[src/rtl/rx_seq_pkg.sv]
// Shared types for the receive frame phase sequencer.
// Assumes: used by rx_frame_seq and its sub-blocks only.
package rx_seq_pkg;
    typedef enum logic [2:0] {
        ST_IDLE = 3'd0,
        ST_ADDR = 3'd1,
        ST_FEC1 = 3'd2,
        ST_PAY  = 3'd3,
        ST_CRC  = 3'd4
    } seq_state_t;
endpackage

[src/rtl/rx_seq_timer.sv]
// Phase down-counter: loaded with a duration, flags the last cycle.
// Assumes: a zero duration is stretched to one cycle; clear wins over counting.
module rx_seq_timer #(
    parameter int W = 24
) (
    input  logic         clk,
    input  logic         rst_n,
    input  logic         load_i,
    input  logic [W-1:0] dur_i,
    input  logic         clear_i,
    output logic         last_o
);
    logic [W-1:0] rem;

    // Remaining cycles of the current phase.
    always_ff @(posedge clk) begin
        if (!rst_n) begin
            rem <= '0;
        end else if (load_i) begin
            rem <= (dur_i == '0) ? W'(1) : dur_i;
        end else if (clear_i) begin
            rem <= '0;
        end else if (rem != '0) begin
            rem <= rem - W'(1);
        end
    end

    assign last_o = (rem == W'(1));
endmodule

[src/rtl/rx_seq_accept.sv]
// Packet acceptance test applied at the end of the address phase.
// Assumes: inputs are valid in the cycle the address phase ends.
module rx_seq_accept #(
    parameter int LEN_W = 8
) (
    input  logic [LEN_W-1:0] len_i,
    input  logic [LEN_W-1:0] max_len_i,
    input  logic             ci_bad_i,
    input  logic             mode154_i,
    output logic             reject_o
);
    logic too_long;
    logic empty_154;

    // Flag each rejection cause and merge them.
    always_comb begin
        too_long  = (len_i > max_len_i);
        empty_154 = mode154_i && (len_i == '0);
        reject_o  = too_long || ci_bad_i || empty_154;
    end
endmodule

[src/rtl/rx_frame_seq.sv]
// Receive frame phase sequencer: times address, optional FEC1, payload and
// CRC phases and pulses ordered events at each boundary.
// Assumes: start is honoured only while inactive; all events are one-cycle
// registered pulses; abort requests act only while busy.
module rx_frame_seq
    import rx_seq_pkg::*;
#(
    parameter int LEN_W = 8,
    parameter int CNT_W = 16
) (
    input  logic             clk,
    input  logic             rst_n,
    input  logic             start_i,
    input  logic             stop_i,
    input  logic             disable_i,
    input  logic             coded_i,
    input  logic             mode154_i,
    input  logic [LEN_W-1:0] max_len_i,
    input  logic [LEN_W-1:0] len_i,
    input  logic             ci_bad_i,
    input  logic             rateboost_i,
    input  logic             crc_ok_i,
    input  logic [CNT_W-1:0] addr_cycles_i,
    input  logic [CNT_W-1:0] fec1_cycles_i,
    input  logic [CNT_W-1:0] byte_cycles_i,
    input  logic [CNT_W-1:0] crc_cycles_i,
    output logic             busy_o,
    output logic             ev_sync_o,
    output logic             ev_address_o,
    output logic             ev_frame_start_o,
    output logic             ev_reject_o,
    output logic             ev_rateboost_o,
    output logic             ev_payload_o,
    output logic             ev_end_o,
    output logic             ev_phyend_o,
    output logic             ev_crcok_o,
    output logic             ev_crcerr_o
);
    localparam int PAY_W = LEN_W + CNT_W;

    seq_state_t       state;
    logic             coded_q;
    logic             mode154_q;
    logic [LEN_W-1:0] max_len_q;
    logic [LEN_W-1:0] len_q;
    logic             abort;
    logic             last;
    logic             reject;
    logic             tmr_load;
    logic [PAY_W-1:0] tmr_dur;
    logic [LEN_W-1:0] len_src;
    logic [PAY_W-1:0] pay_dur;

    rx_seq_timer #(.W(PAY_W)) u_timer (
        .clk     (clk),
        .rst_n   (rst_n),
        .load_i  (tmr_load),
        .dur_i   (tmr_dur),
        .clear_i (abort),
        .last_o  (last)
    );

    rx_seq_accept #(.LEN_W(LEN_W)) u_accept (
        .len_i     (len_i),
        .max_len_i (max_len_q),
        .ci_bad_i  (ci_bad_i),
        .mode154_i (mode154_q),
        .reject_o  (reject)
    );

    // Payload length comes live at the address end, held afterwards.
    always_comb begin
        len_src = (state == ST_ADDR) ? len_i : len_q;
        pay_dur = PAY_W'(len_src) * PAY_W'(byte_cycles_i);
    end

    // Abort condition and timer load for the next phase.
    always_comb begin
        abort    = (state != ST_IDLE) && (stop_i || disable_i);
        tmr_load = 1'b0;
        tmr_dur  = '0;
        unique case (state)
            ST_IDLE: if (start_i) begin
                tmr_load = 1'b1;
                tmr_dur  = PAY_W'(addr_cycles_i);
            end
            ST_ADDR: if (last && !abort && !reject) begin
                tmr_load = 1'b1;
                tmr_dur  = coded_q ? PAY_W'(fec1_cycles_i) : pay_dur;
            end
            ST_FEC1: if (last && !abort) begin
                tmr_load = 1'b1;
                tmr_dur  = pay_dur;
            end
            ST_PAY: if (last && !abort) begin
                tmr_load = 1'b1;
                tmr_dur  = PAY_W'(crc_cycles_i);
            end
            default: ;
        endcase
    end

    // Phase state, sampled frame settings and event pulses.
    always_ff @(posedge clk) begin
        if (!rst_n) begin
            state            <= ST_IDLE;
            coded_q          <= 1'b0;
            mode154_q        <= 1'b0;
            max_len_q        <= '0;
            len_q            <= '0;
            ev_sync_o        <= 1'b0;
            ev_address_o     <= 1'b0;
            ev_frame_start_o <= 1'b0;
            ev_reject_o      <= 1'b0;
            ev_rateboost_o   <= 1'b0;
            ev_payload_o     <= 1'b0;
            ev_end_o         <= 1'b0;
            ev_phyend_o      <= 1'b0;
            ev_crcok_o       <= 1'b0;
            ev_crcerr_o      <= 1'b0;
        end else begin
            ev_sync_o        <= 1'b0;
            ev_address_o     <= 1'b0;
            ev_frame_start_o <= 1'b0;
            ev_reject_o      <= 1'b0;
            ev_rateboost_o   <= 1'b0;
            ev_payload_o     <= 1'b0;
            ev_end_o         <= 1'b0;
            ev_phyend_o      <= 1'b0;
            ev_crcok_o       <= 1'b0;
            ev_crcerr_o      <= 1'b0;
            if (abort) begin
                state <= ST_IDLE;
            end else begin
                unique case (state)
                    ST_IDLE: if (start_i) begin
                        state     <= ST_ADDR;
                        coded_q   <= coded_i;
                        mode154_q <= mode154_i;
                        max_len_q <= max_len_i;
                    end
                    ST_ADDR: if (last) begin
                        ev_sync_o        <= 1'b1;
                        ev_address_o     <= 1'b1;
                        ev_frame_start_o <= 1'b1;
                        len_q            <= len_i;
                        if (reject) begin
                            ev_reject_o <= 1'b1;
                            state       <= ST_IDLE;
                        end else begin
                            state <= coded_q ? ST_FEC1 : ST_PAY;
                        end
                    end
                    ST_FEC1: if (last) begin
                        ev_rateboost_o <= rateboost_i;
                        state          <= ST_PAY;
                    end
                    ST_PAY: if (last) begin
                        ev_payload_o <= 1'b1;
                        state        <= ST_CRC;
                    end
                    ST_CRC: if (last) begin
                        ev_end_o    <= 1'b1;
                        ev_phyend_o <= 1'b1;
                        ev_crcok_o  <= crc_ok_i;
                        ev_crcerr_o <= !crc_ok_i;
                        state       <= ST_IDLE;
                    end
                    default: state <= ST_IDLE;
                endcase
            end
        end
    end

    assign busy_o = (state != ST_IDLE);
endmodule

[config.mk]
export PLATFORM = sky130hd
export DESIGN_NAME = rx_frame_seq
export DESIGN_NICKNAME = d
export VERILOG_FILES = /design/src/rtl/rx_seq_pkg.sv /design/src/rtl/rx_seq_timer.sv /design/src/rtl/rx_seq_accept.sv /design/src/rtl/rx_frame_seq.sv
export SDC_FILE = /design/constraint.sdc
export NUM_CORES = 1
export LEC_CHECK = 0
export ABC_AREA = 1
export BUFFER_PORTS_ARGS = -buffer_cell sky130_fd_sc_hd__buf_2
export CAP_MARGIN = 10
export CORE_ASPECT_RATIO = 1.1
export CORE_MARGIN = 5
export CORE_UTILIZATION = 31
export CTS_CLUSTER_SIZE = 20
export DETAILED_ROUTE_END_ITERATION = 10
export MAX_ROUTING_LAYER = met4
export PLACE_DENSITY_LB_ADDON = 0.08
export SETUP_SLACK_MARGIN = 0.2
export SYNTH_ARGS = -nofsm -noshare
export SYNTH_HDL_FRONTEND = slang
export SYNTH_HIERARCHICAL = 1
export SYNTH_SLANG_ARGS = --single-unit
[constraint.sdc]
create_clock -name clk -period 9.42 [get_ports clk]
set_clock_uncertainty 0.1 [all_clocks]
set_input_delay 1.884 -clock clk [delete_from_list [all_inputs] [get_ports clk]]
set_output_delay 1.884 -clock clk [all_outputs]
set_load 0.005 [all_outputs]
# --- Yosys cells after proc, flatten, opt, wreduce, memory -nomap -nowiden ---
# Index checks and enable logic that the tools add are counted.
totals:
  reg_bits: 52
  input_bits: 90
  out_inout_bits: 11
  wordCells: 85
op_classes:
  addsub: 1
  multipliers: 1
  magnitude_cmp: 1
  n_eq_ne: 10
  muxes: 25
  n_bitwise: 7
  n_reduce_logical: 27
ops:
  columns: ["op", "count"]
  rows:
  - ["24-bit two-way mux", 7]
  - ["24-bit one-hot mux with 4 select lines", 1]
  - ["16-bit two-way mux", 2]
  - ["24-bit by 1-bit == test with 1-bit output (second input constant)", 1]
  - ["24-bit zero test", 1]
  - ["8-bit by 16-bit multiplier with 24-bit output", 1]
  - ["24-bit nonzero test", 1]
  - ["24-bit by 1-bit subtractor with 24-bit output (second input constant)", 1]
  - ["3-bit two-way mux", 5]
  - ["3-bit one-hot mux with 5 select lines", 1]
  - ["4-bit OR reduction", 3]
  - ["2-bit inequality test (second input constant)", 5]
  - ["3-bit OR reduction", 3]
  - ["8-bit greater-than comparator", 1]
  - ["8-bit zero test", 1]
  - ["8-bit two-way mux", 1]
  - ["1-bit NOT", 7]
  - ["3-bit by 2-bit == test with 1-bit output (second input constant)", 2]
  - ["1-bit two-way mux", 6]
  - ["3-bit AND reduction", 2]
  - ["3-bit nonzero test", 2]
  - ["5-bit AND reduction", 1]
  - ["1-bit logical AND", 4]
  - ["2-bit OR reduction", 2]
  - ["7 further kinds", 11]

# --- Longest topological paths before layout ---
depth:
  ltp_word: 10
  depth_mapped: 36
  depth_no_buf: 34

# --- Hierarchy ---
# The synthesis kept the hierarchy.
by_module_without_submodules:
  columns: ["mod", "instances", "cells_per_inst", "area_per_inst_um2", "seq_area_each_um2"]
  rows:
  - ["rx_frame_seq", 1, 919, 6247.2, 560.5]
  - ["rx_seq_timer", 1, 316, 1896.8, 480.5]
  - ["rx_seq_accept", 1, 45, 251.5, 0.0]

# --- Least setup slack after synthesis ---
# OpenSTA, ideal clock, no wires.
synth_timing:
  path_type: "input-to-reg"
  from: "input len_i[4]"
  to: "register u_timer.rem[0]"
  setup_ns: 0.064
  t_arrival_ns: 6.112
  required_ns: 9.256
  setup_slack_ns: 3.144
  path_stages: 26
  n_path_buf: 1
  path_cell_list: "o21ai_2 > buf_6 > nor2_1 > fa_1 > fa_1 > fa_1 > inv_1 > fa_1 > inv_1 > ha_1 > nand2_1 > nor2_1 > nand2_1 > nand3_1 > nand2_1 > nand2_1 > nand2_1 > a21boi_0 > nand2_1 > nor2_1 > nand3_1 > nor2_1 > nand2_1 > a21boi_0 > nor2_1 > nor2_1"
synth_via:
  elab_chain_len: 10
  elab_cells_between_ends: 19
  cone_classes: "mul: 1; order compare: 1; mux: 9; reduce/logical: 8"
synth_rtl:
  columns: ["element", "line_no", "rtl"]
  rows:
  - ["from (decl)", "rx_frame_seq.sv:19", "input logic [LEN_W-1:0] len_i,"]
  - ["branches (longest 6 deep; another with 8-bit by 16-bit multiplier with 24-bit output)", null, null]
  - ["24-bit one-hot mux with 4 select lines *", "rx_frame_seq.sv:82", "unique case (state)"]
  - ["via tmr_dur[12]", "rx_frame_seq.sv:50", "logic [PAY_W-1:0] tmr_dur;"]
  - ["24-bit zero test *", "rx_seq_timer.sv:20", "rem <= (dur_i == '0) ? W'(1) : dur_i;"]
  - ["24-bit two-way mux *", "rx_seq_timer.sv:20", null]
  - ["24-bit two-way mux *", "rx_seq_timer.sv:19", "end else if (load_i) begin"]
  - ["to (signal assigned)", "rx_seq_timer.sv:20", null]
  - ["to (signal assigned)", "rx_seq_timer.sv:24", "rem <= rem - W'(1);"]
  - ["to (decl)", "rx_seq_timer.sv:13", "logic [W-1:0] rem;"]
# Mark *: on every way through the listed nets, which the timed path passes.
# A chain may end at the register's enable or synchronous reset.

# --- Worst setup path in the final report ---
layout_timing:
  from: "input len_i[5]"
  to: "register u_timer.rem[0]"
# The elaborated chain is that of the path after synthesis.

==> flow_summary.rst <==
.. list-table::
   :header-rows: 1

   * - Metric
     - Value
   * - Status
     - finished, final reports clean
   * - Worst slew margin relative to its limit
     - 31.90%
   * - Total of fill cells in the finished design
     - 3077
   * - Net count of the mapped netlist
     - 1509
   * - Antenna Nets Post-Route
     - 0
   * - Fraction of layout instances using a drive strength above 1
     - 13.19%
   * - Classification of the worst setup path
     - input pin to flip-flop
   * - Antenna violations before repair
     - 1
   * - Average vias per placed instance
     - 4.633
   * - Average wire per cell in the routed design
     - 15.78 um
   * - Post-synthesis area per instance
     - 6.559 um2
   * - Top cells by instance count after synthesis
     - sky130_fd_sc_hd__nand2_1, sky130_fd_sc_hd__inv_1, sky130_fd_sc_hd__nor2_1, sky130_fd_sc_hd__fa_1, sky130_fd_sc_hd__nand3_1
   * - Post-detailed-placement cell area
     - 0.009092 mm2
   * - Max-cap viol count
     - 0
   * - Clk pwr share
     - 5.6%
   * - Most common cell in the synthesized netlist
     - sky130_fd_sc_hd__nand2_1
   * - Transition time at the pin with the least slew margin
     - 1016 ps
   * - Area share of the leading cell type in the synthesized netlist
     - 20.03%
   * - Unrepaired setup endpoints after global routing
     - false
   * - Max Root-Sink Buffers
     - 2
   * - Worst path slowest cell
     - sky130_fd_sc_hd__o21ai_2
   * - Fin crit share
     - 76.53%
   * - Parity-gate share of the synthesized area counting xor and xnor cells
     - 0.6259%
   * - Horizontal extent of the die
     - 166.9 um
   * - Reg-to-reg startpoint
     - state[0]
   * - Critical path data required time
     - 9570 ps
   * - Worst Path Buf+Inv
     - 5
   * - Count of final max-slew check failures
     - 0
   * - Clock root cell
     - sky130_fd_sc_hd__clkbuf_16
   * - Placement Setup Slack
     - 1919 ps
   * - Critical path launch point
     - len_i[5]
   * - Internal
     - 1.386 mW
   * - Area share of and/or/nand/nor cells after synthesis
     - 35.45%
   * - GR Util met3
     - 1.690%
   * - Die H
     - 182.6 um
   * - Global-route congestion overflow total
     - 0
   * - Leakage power summed over all cells
     - 5.086 nW
   * - Total area of multi-input combinational cells
     - 0.006177 mm2
   * - EDFF count, synth
     - 0
   * - Sw Share
     - 60.85%
   * - Post-synth top area cell
     - sky130_fd_sc_hd__fa_1
   * - Clk slew on worst S/H paths
     - 70 ps
   * - Fraction of power consumed by sequential logic
     - 9.6%
   * - Hold wc startpoint
     - len_q[0]
   * - Type of destination of the critical path
     - flip-flop
   * - Most crowded layer after global routing
     - met2
   * - Area of the core region
     - 0.02680 mm2
   * - Final net count
     - 1585
   * - Power density of the placed cells
     - 382.7 mW/mm2
   * - Post-Synthesis Cells
     - 1280
   * - Final core occ
     - 34.51%
   * - Final standard cell count with taps included and fillers excluded
     - 1715
   * - Max frequency
     - 138.7 MHz
   * - Ranking of synthesized cells by area
     - sky130_fd_sc_hd__fa_1, sky130_fd_sc_hd__nand2_1, sky130_fd_sc_hd__dfxtp_1
   * - Setup crit start kind
     - input pin
   * - Maximum net fanout on the critical path
     - 14
   * - # resized after CTS
     - 0
   * - Global routing usage on met1
     - 24.80%
   * - Die Area
     - 0.03048 mm2
   * - Row Count
     - 63
   * - Worst hold-check slack
     - 365.5 ps
   * - Total number of vias
     - 7946
   * - Total standard cell area after synthesis
     - 0.008396 mm2
   * - Final routed wirelength across all metal layers
     - 27070 um
   * - Largest net degree at the start of global routing
     - 33
   * - Net switching power of the design
     - 2.154 mW
   * - Share of total power in combinational logic
     - 84.8%
   * - Register bit count reported by yosys
     - 52
   * - Crit-path most repeated cell
     - sky130_fd_sc_hd__nand2_1
   * - Distinct cell type count after synthesis
     - 47
   * - Setup TNS after final layout
     - 0 ps
   * - Insertion delay to the later sink of the worst-skew pair
     - 310 ps
   * - DP Cell Count
     - 1706
   * - Combined global-route utilization of all metal layers
     - 18.98%
   * - Primary flip-flop cell chosen by synthesis mapping
     - sky130_fd_sc_hd__dfxtp_1
   * - Critical path data arrival time
     - 7360 ps
   * - Adder and majority cell fraction of the synthesized area
     - 28.23%
   * - VDD IR max
     - 0.1550 mV
   * - Number of I/O port buffers
     - 100
   * - Main combinational cell family by area after synthesis
     - simple AND/OR/NAND/NOR gates
   * - Post-route setup slack
     - 2211 ps
   * - Async set or reset register ratio after synthesis
     - 0%
   * - Tmin final
     - 7209 ps
   * - Compound-gate portion of the synthesized area
     - 9.270%
   * - Final count of hold timing violations
     - 0
   * - TritonCTS sink count
     - 52
   * - Setup violations, final
     - 0
   * - Area of all placed cells without fillers
     - 0.009248 mm2
   * - Layout overhead on the synthesized area
     - 10.15%
   * - Worst hold path type
     - flip-flop to flip-flop
   * - CTS Hold Bufs
     - 0
   * - Number of optimization iterations in the first detailed-route pass
     - 5
   * - Inserted Clock Buffers
     - 5
   * - Portion of netlist area occupied by mux cells
     - 0%
   * - Global-route wire length before repair
     - 45130 um
   * - Delay of the slowest cell on the worst path
     - 640 ps
   * - Number of H-tree levels
     - 2
   * - Detailed placement HPWL
     - 22460 um
   * - Register area share after synthesis
     - 12.40%
   * - GR Layer Usage met2
     - 31.86%
   * - Ports placed on the boundary
     - 101
   * - Via count of the first global-routing pass
     - 8292
   * - Total of warnings raised by yosys
     - 6
   * - Overall power consumption
     - 3.539 mW
   * - Effective utilization at floorplan
     - 31.33%
   * - Cell family contributing the most delay on the critical path
     - adder cells
   * - Count of buffers added by post-CTS timing repair for setup
     - 0
   * - Register cell area after layout
     - 0.001041 mm2
   * - TritonCTS clock tree
     - built
   * - Weighted congestion reported at the end of routability-driven placement
     - 0.8713
   * - Number of DRC markers in iteration 0
     - 382
   * - Remaining DRCs
     - 0
[placed cells by master, fill, tap and decap left out, types with 7 or more instances in the layout]
master and n:
sky130_fd_sc_hd__nor2_2 18, sky130_fd_sc_hd__ha_1 55, sky130_fd_sc_hd__a211oi_1 8, sky130_fd_sc_hd__inv_1 236, sky130_fd_sc_hd__nand2_1 315, sky130_fd_sc_hd__inv_2 8
sky130_fd_sc_hd__nand3_1 69, sky130_fd_sc_hd__o21ai_0 23, sky130_fd_sc_hd__nor2_1 230, sky130_fd_sc_hd__buf_2 100, sky130_fd_sc_hd__nor2_4 9, sky130_fd_sc_hd__fa_1 84
sky130_fd_sc_hd__dfxtp_1 52, sky130_fd_sc_hd__a21oi_1 39, sky130_fd_sc_hd__nand4_1 21, sky130_fd_sc_hd__nand2_2 7
[cells by family (layout without fill, tap and decap cells)]
logic type                 count (synthesis)  count (layout)
xor gates and xnor gates                   6               6
and+or+nand+nor                          687             687
AOI/OAI and AO/OA                        118             118
buffers and inverters                    278             355
DFF                                       52              52
adders and majority gates                139             139
other                                      0               1
[power groups by stage]
| stage | registers [mW] | logic (mW) | clock network, mW |
|---|---|---|---|
| after floorplan | 0.330 | 2.28 | 0 |
| final | 0.339 | 3.00 | 0.200 |
| after CTS | 0.340 | 3.05 | 0.210 |
| after detailed placement | 0.344 | 3.01 | 0 |
| after global routing | 0.352 | 3.49 | 0.217 |
| after global placement | 0.346 | 3.02 | 0 |
[state kept, by name (all words and copies together), names as in the netlist, 3 cells and up]
register     flops
u_timer/rem     24
len_q            8
max_len_q        8
state            3
[path summary, 6_finish.rpt]
check,end,slack (ps),cells past startpoint
max reg2reg,u_timer/rem[0],2990,29
min reg2reg,len_q[0],370,2
max,u_timer/rem[0],2210,27
min,len_q[0],370,2
[area by class of cell]
class                           count  share of cell area, %
Sequential cell                    52                  11.26
Antenna cell                        1                0.02706
Inverter                          247                  10.03
Clock inverter                      2                 0.1488
Timing Repair Buffer              100                  5.412
Clock buffer                        6                  1.502
Tap cell                          357                  4.830
Multi-Input combinational cell    950                  66.80
[routing by layer]
layer | vias to the layer above | wire length, um | share of wire (%)
li1 | 4066 | - | -
met1 | 3690 | 12710 | 47
met2 | 166 | 13060 | 48
met3 | 24 | 798 | 2.9
met4 | 0 | 500 | 1.8
met5 | - | 0 | 0
[worst register-to-register path: cells and delay by family, from the launching register on]
| kind | cells | cell delay (ps) |
|---|---|---|
| buffers and inverters | 5 | 420 |
| flip-flops | 1 | 440 |
| AO/OA/AOI/OAI | 4 | 1190 |
| adder cells (fa/ha/maj) | 5 | 2430 |
| AND/OR/NAND/NOR | 14 | 1440 |
| XOR/XNOR | 1 | 350 |
No activity file was read; power rests on OpenSTA's default activity.
